==> src/rtl/slip_buffer_pkg.sv <==
package slip_buffer_pkg;
  typedef enum logic [1:0] {
    SLIP_NONE   = 2'd0,
    SLIP_REPEAT = 2'd1,
    SLIP_DELETE = 2'd2
  } slip_e;
endpackage

==> src/rtl/sb_ptr.sv <==
module sb_ptr #(
  parameter int          W       = 9,
  parameter logic [W-1:0] RST_VAL = '0
) (
  input  logic         clk_i,
  input  logic         rst_ni,
  input  logic         en_i,
  input  logic         ld_i,
  input  logic [W-1:0] ld_val_i,
  output logic [W-1:0] ptr_o
);
  logic [W-1:0] base;
  assign base = ld_i ? ld_val_i : ptr_o;

  always_ff @(posedge clk_i or negedge rst_ni) begin
    if (!rst_ni)   ptr_o <= RST_VAL;
    else if (en_i) ptr_o <= base + W'(1);
  end

  // plain advance when not loaded
  a_r1_ptr_step: assert property (@(posedge clk_i) disable iff (!rst_ni)
    (en_i && !ld_i) |=> ptr_o == $past(ptr_o) + W'(1));
  a_r2_ptr_hold: assert property (@(posedge clk_i) disable iff (!rst_ni)
    !en_i |=> $stable(ptr_o));
endmodule

==> src/rtl/sb_store.sv <==
module sb_store #(
  parameter int DEPTH = 512,
  parameter int AW    = 9
) (
  input  logic          clk_i,
  input  logic          rst_ni,
  input  logic          we_i,
  input  logic [AW-1:0] waddr_i,
  input  logic          wbit_i,
  input  logic [AW-1:0] raddr_i,
  output logic          rbit_o
);
  logic [DEPTH-1:0] mem_q;

  always_ff @(posedge clk_i or negedge rst_ni) begin
    if (!rst_ni)   mem_q <= '0;
    else if (we_i) mem_q[waddr_i] <= wbit_i;
  end

  assign rbit_o = mem_q[raddr_i];  // old value on same-cycle collision

  a_r1_store_write: assert property (@(posedge clk_i) disable iff (!rst_ni)
    we_i |=> mem_q[$past(waddr_i)] == $past(wbit_i));
endmodule

==> src/rtl/sb_slip_ctrl.sv <==
module sb_slip_ctrl
  import slip_buffer_pkg::*;
#(
  parameter int N_CH     = 64,
  parameter int CH_W     = 8,
  parameter int SLIP_OFS = 28,
  parameter int LO_TH    = 15,
  parameter int HI_TH    = 41,
  localparam int CW      = $clog2(N_CH),
  localparam int BW      = $clog2(CH_W),
  localparam int AW      = CW + BW
) (
  input  logic [CW-1:0] wr_ch_i,
  input  logic [AW-1:0] rd_ptr_i,
  input  logic          rd_en_i,
  output slip_e         slip_o,
  output logic [AW-1:0] rd_addr_o
);
  logic [CW-1:0] rd_ch, sep, tgt_ch;
  logic          at_bound;

  assign rd_ch    = rd_ptr_i[AW-1:BW];
  assign at_bound = (rd_ptr_i[BW-1:0] == '0);
  assign sep      = wr_ch_i - rd_ch;
  assign tgt_ch   = wr_ch_i - CW'(SLIP_OFS);

  always_comb begin
    slip_o = SLIP_NONE;
    if (rd_en_i && at_bound) begin
      if (int'(sep) < LO_TH)      slip_o = SLIP_REPEAT;
      else if (int'(sep) > HI_TH) slip_o = SLIP_DELETE;
    end
    rd_addr_o = (slip_o == SLIP_NONE) ? rd_ptr_i : {tgt_ch, {BW{1'b0}}};
  end
endmodule

==> src/rtl/slip_buffer.sv <==
module slip_buffer
  import slip_buffer_pkg::*;
#(
  parameter int N_CH     = 64,
  parameter int CH_W     = 8,
  parameter int SLIP_OFS = 28,
  parameter int LO_TH    = 15,
  parameter int HI_TH    = 41
) (
  input  logic clk_i,
  input  logic rst_ni,
  input  logic wr_en_i,
  input  logic wr_bit_i,
  input  logic rd_en_i,
  output logic rd_bit_o,
  output logic slip_repeat_o,
  output logic slip_delete_o
);
  localparam int DEPTH = N_CH * CH_W;
  localparam int CW    = $clog2(N_CH);
  localparam int BW    = $clog2(CH_W);
  localparam int AW    = CW + BW;
  localparam logic [AW-1:0] RD_RST = AW'(((N_CH - SLIP_OFS) % N_CH) * CH_W);

  logic [AW-1:0] wr_ptr, rd_ptr, rd_addr;
  logic          rd_bit_c;
  slip_e         slip;

  sb_ptr #(.W(AW), .RST_VAL('0)) u_wr_ptr (
    .clk_i, .rst_ni, .en_i(wr_en_i), .ld_i(1'b0), .ld_val_i('0), .ptr_o(wr_ptr)
  );

  sb_ptr #(.W(AW), .RST_VAL(RD_RST)) u_rd_ptr (
    .clk_i, .rst_ni, .en_i(rd_en_i), .ld_i(slip != SLIP_NONE),
    .ld_val_i(rd_addr), .ptr_o(rd_ptr)
  );

  sb_slip_ctrl #(
    .N_CH(N_CH), .CH_W(CH_W), .SLIP_OFS(SLIP_OFS), .LO_TH(LO_TH), .HI_TH(HI_TH)
  ) u_ctrl (
    .wr_ch_i(wr_ptr[AW-1:BW]), .rd_ptr_i(rd_ptr), .rd_en_i,
    .slip_o(slip), .rd_addr_o(rd_addr)
  );

  sb_store #(.DEPTH(DEPTH), .AW(AW)) u_store (
    .clk_i, .rst_ni, .we_i(wr_en_i), .waddr_i(wr_ptr), .wbit_i(wr_bit_i),
    .raddr_i(rd_addr), .rbit_o(rd_bit_c)
  );

  always_ff @(posedge clk_i or negedge rst_ni) begin
    if (!rst_ni) begin
      rd_bit_o      <= 1'b0;
      slip_repeat_o <= 1'b0;
      slip_delete_o <= 1'b0;
    end else begin
      if (rd_en_i) rd_bit_o <= rd_bit_c;
      slip_repeat_o <= (slip == SLIP_REPEAT);
      slip_delete_o <= (slip == SLIP_DELETE);
    end
  end

  logic [CW-1:0] post_sep;
  assign post_sep = wr_ptr[AW-1:BW] - rd_ptr[AW-1:BW];

  a_r9_slip_exclusive: assert property (@(posedge clk_i) disable iff (!rst_ni)
    !(slip_repeat_o && slip_delete_o));
  a_r2_out_hold: assert property (@(posedge clk_i) disable iff (!rst_ni)
    !rd_en_i |=> $stable(rd_bit_o));
  // re-centred separation right after a slip
  a_r7_recentre: assert property (@(posedge clk_i) disable iff (!rst_ni)
    (slip_repeat_o || slip_delete_o) |->
      (int'(post_sep) == SLIP_OFS || int'(post_sep) == SLIP_OFS + 1));
  // slip starts a channel, one bit consumed
  a_r8_slip_aligned: assert property (@(posedge clk_i) disable iff (!rst_ni)
    (slip_repeat_o || slip_delete_o) |-> rd_ptr[BW-1:0] == BW'(1));
  a_r5_repeat_on_read: assert property (@(posedge clk_i) disable iff (!rst_ni)
    (rd_en_i && rd_ptr[BW-1:0] != '0) |=> !slip_repeat_o && !slip_delete_o);
endmodule

==> config.mk <==
export PLATFORM = sky130hd
export DESIGN_NAME = slip_buffer
export DESIGN_NICKNAME = d
export VERILOG_FILES = /design/src/rtl/slip_buffer_pkg.sv /design/src/rtl/sb_ptr.sv /design/src/rtl/sb_store.sv /design/src/rtl/sb_slip_ctrl.sv /design/src/rtl/slip_buffer.sv
export SDC_FILE = /design/constraint.sdc
export NUM_CORES = 1
export LEC_CHECK = 0
export ABC_AREA = 1
export ABC_CLOCK_PERIOD_IN_PS = 4000
export BUFFER_PORTS_ARGS = -buffer_cell sky130_fd_sc_hd__buf_2
export CAP_MARGIN = 20
export CORE_UTILIZATION = 55
export CTS_CLUSTER_DIAMETER = 60
export DETAILED_ROUTE_END_ITERATION = 8
export PLACE_DENSITY = 0.82
export SLEW_MARGIN = 0
export SYNTH_ARGS = -nofsm -noshare
export SYNTH_HDL_FRONTEND = slang
export SYNTH_SLANG_ARGS = --single-unit
export TNS_END_PERCENT = 10
==> constraint.sdc <==
create_clock -name clk_i -period 4 [get_ports clk_i]
set_input_delay 0.8 -clock clk_i [delete_from_list [all_inputs] [get_ports clk_i]]
set_output_delay 0.8 -clock clk_i [all_outputs]
set_load 0.005 [all_outputs]
==> metrics <==
critical path's largest stage delay 0.46 ns; Final Hold Viols 0; Yosys reg bits 533; clock skew about 0.028 ns; Worst EP arrival 3.99 ns; Worst Tran Pin Value 0.8296 ns; CTS Buf Count 55; detailed-route wire length approximately 80 mm; Synth async-reset ratio 1.000; Top delay family on crit path simple AND/OR/NAND/NOR gates; Worst Path Max Fanout 31; switching power 0.008349 W; Post-CTS Resized 0; Netlist cell types 41; core area roughly 50000 um2; Max Cap Viol 0; worst path required time 4.56 ns; P&R area growth vs syn 8.776%; unrepaired setup endpoints after global routing no; critical setup path kind register to register; gr ovfl total 0; TNS Setup 0 ns; Overall Power 0.01958 W; switch share 0.4263; CP bufs+invs 2; top-area cell type share of the netlist area 0.4741; crit path capture type register; proportion of layout cells with a drive suffix above 1 0.06125; Antenna diodes 0; Die W 227.8 um; Pre-Repair DR Iteration Count 6; row count 82; Hold Crit Class input pin to async pin; Area contributors post-synth dfrtp_1, nand2_1, o21ai_0; DRC Markers 0; CTS hold repair buffers 0; syn_nets roughly 3600; Cell Int Power 0.01124 W; final setup fails 0; Reg clk slew, reported paths about 0.06 ns; initial DRC count approximately 3300; status finished clean; Post-CTS Repair Setup Buffers 0; Global Route Usage Sum 0.2995; clock latency on the worst-skew pair 0.62 ns; commonest non-fill, non-tap cell in the layout nand2_1; fin. max-slew vios 0; die area 51870 um2; number of global-route vias before repair 23173; post-synthesis sequential area ratio 0.4759; most frequent cells in the layout nand2_1, dfrtp_1, inv_1, o21ai_0, a21oi_1; Combinational Power Share 0.418; Synth area leader dfrtp_1; fin crit period 3.429 ns; Fmax ~300 MHz; prevailing post-synth register cell dfrtp_1; Post-Syn Area per Cell 7.767 um2; Die Height 227.8 um; CTS Sinks 533; CP max stage cell nand2_2; PD cells 642.4 nW/um2; CTS max path bufs 3; GPL Wtd Cong 0.9367; total leakage power 15.39 nW; Crit path top cell by count nand3_1; global-route wire length before repair 125.5 mm; clock power share 0.263; largest net degree at the start of global routing around 170; Post-Syn Area around 28000 um2; detailed-route via count 24778; number of vias per cell 5.948; routed len/inst approximately 19 um; I/O pins 8; Initial Util 0.5587; H-tree Lvls 2; initial antenna violation count 1; CTS tree built; hpwl dp 44.28 mm; R2R setup slack ~0.57 ns; Mapped Cells 3609; slew margin rel. 0.4469; Final nets 3468; final period utilization 0.8573; Worst Setup Start Kind register; Post-synth EDFFs 0; clock root buffer clkbuf_16; fillers 4275; port bufs 7; sequential share of power 0.319; Post-DRT Antenna Nets 0; yosys warns 0; VDD IR max 0.6572 mV; cell breakdown of the critical path inv_1 -> ha_1 -> inv_1 -> fa_1 -> nand3_1 -> nand2_1 -> xnor2_1 -> nand4_2 -> nand2_4 -> nand2_2 -> nand2_2 -> o21ai_0 -> nand3_1 -> nand3_1 -> nand3_1 -> nand3_1 -> nand2_1 -> nand3_1 -> nand2_1
-- registers in the layout, summed over array words and instances, names as in the netlist --
| name | count |
|---|---|
| u_store.mem_q | 512 |
| rd_bit_o | 1 |
| u_wr_ptr.ptr_o | 9 |
| slip_delete_o | 1 |
| slip_repeat_o | 1 |
| u_rd_ptr.ptr_o | 9 |
-- area by class of cell --
class	instances	area [um2]	area share
well taps	672	840.8	0.02758
flip-flops and latches	533	13350	0.4378
clock buffers	87	1639	0.05376
multi-input cells	2331	11940	0.3917
repair buffers	88	897.1	0.02942
inverters	442	1669	0.05474
clock inverters	13	150.1	0.004924
-- cell usage after synthesis (4+ instances only) --
| cell type | n |
|---|---|
| nor2_1 | 243 |
| a31oi_1 | 224 |
| nor3_1 | 4 |
| buf_1 | 26 |
| nand2_1 | 867 |
| mux2i_1 | 136 |
| o211ai_1 | 38 |
| nand2_2 | 9 |
| o21ai_0 | 359 |
| buf_6 | 5 |
| ha_1 | 11 |
| inv_2 | 6 |
| nand4_1 | 4 |
| clkbuf_1 | 263 |
| buf_2 | 7 |
| o31ai_1 | 5 |
| inv_1 | 434 |
| a21oi_1 | 251 |
| o22ai_1 | 23 |
| dfrtp_1 | 531 |
| xor2_1 | 13 |
| o32ai_1 | 47 |
| a32o_1 | 4 |
| nand3_1 | 74 |
-- stage by stage --
| step | std cells | util | hold slack, ns | instance area [um2] | worst slack (ns) |
|---|---|---|---|---|---|
| 3_3_place_gp | 4066 | 0.5720 | 0.4598 | 28700 | 0.7221 |
| 4_1_cts | 4166 | 0.6077 | 0.1854 | 30490 | 0.5745 |
| 3_5_place_dp | 4066 | 0.5720 | 0.4661 | 28700 | 0.5978 |
| 2_1_floorplan | 3609 | - | 0.4479 | 28030 | 1.120 |
| 5_1_grt | 4166 | 0.6077 | 0.2187 | 30490 | 0.1763 |
| 6_report | 4166 | 0.6077 | 0.1674 | 30490 | 0.5709 |
-- worst reg2reg max path: stages, from the launching register on --
cell and delay, ns:
dfrtp_1 0.39, inv_1 0.09, ha_1 0.15, inv_1 0.08, fa_1 0.42, nand3_1 0.09
nand2_1 0.06, xnor2_1 0.23, nand4_2 0.22, nand2_4 0.26, nand2_2 0.13, nand2_2 0.46
o21ai_0 0.20, nand3_1 0.11, nand3_1 0.09, nand3_1 0.09, nand3_1 0.07, nand2_1 0.09
nand3_1 0.07, nand2_1 0.06
-- power groups by stage --
| stage | Clock [W] | Sequential [W] | Combinational (W) |
|---|---|---|---|
| 2_1_floorplan | 0 | 0.00621 | 0.00556 |
| 3_3_place_gp | 0 | 0.00630 | 0.00789 |
| 3_5_place_dp | 0 | 0.00632 | 0.00798 |
| 4_1_cts | 0.00520 | 0.00623 | 0.00802 |
| 5_1_grt | 0.00541 | 0.00629 | 0.00892 |
| 6_report | 0.00515 | 0.00624 | 0.00819 |
-- final timing paths --
path	depth (start not counted)	endpoint	start
max in group asynchronous	2	u_rd_ptr.ptr_o[0]	rst_ni
worst min-delay path	1	u_store.mem_q[203]	rst_ni
min in group clk_i	2	u_wr_ptr.ptr_o[0]	wr_en_i
worst max-delay path	19	rd_bit_o	u_wr_ptr.ptr_o[3]
worst max register to register	19	rd_bit_o	u_wr_ptr.ptr_o[3]
worst min register to register	2	u_store.mem_q[365]	u_store.mem_q[365]
-- metal layers --
metal | share of wire | GRT usage | vias to the layer above | wire (um)
li1 | - | - | 11508 | -
met1 | 0.41 | 0.4104 | 11830 | 32340
met2 | 0.46 | 0.4693 | 1213 | 35720
met3 | 0.091 | 0.05300 | 225 | 7113
met4 | 0.038 | 0.1269 | 2 | 2955
met5 | 0.00015 | 0 | - | 12
-- logic make-up (layout without fill, tap and decap cells) --
logic type / count (synthesis) / count (layout) / synth area share
AO/OA/AOI/OAI: 959 / 959 / 0.1945
XOR/XNOR: 15 / 15 / 0.004687
adder cells (fa/ha/maj): 12 / 12 / 0.005624
buffers and inverters: 745 / 630 / 0.1021
flip-flops: 533 / 533 / 0.4759
multiplexers: 136 / 136 / 0.04857
AND/OR/NAND/NOR: 1209 / 1209 / 0.1685
Note: power is estimated with default switching activity, not from simulation.
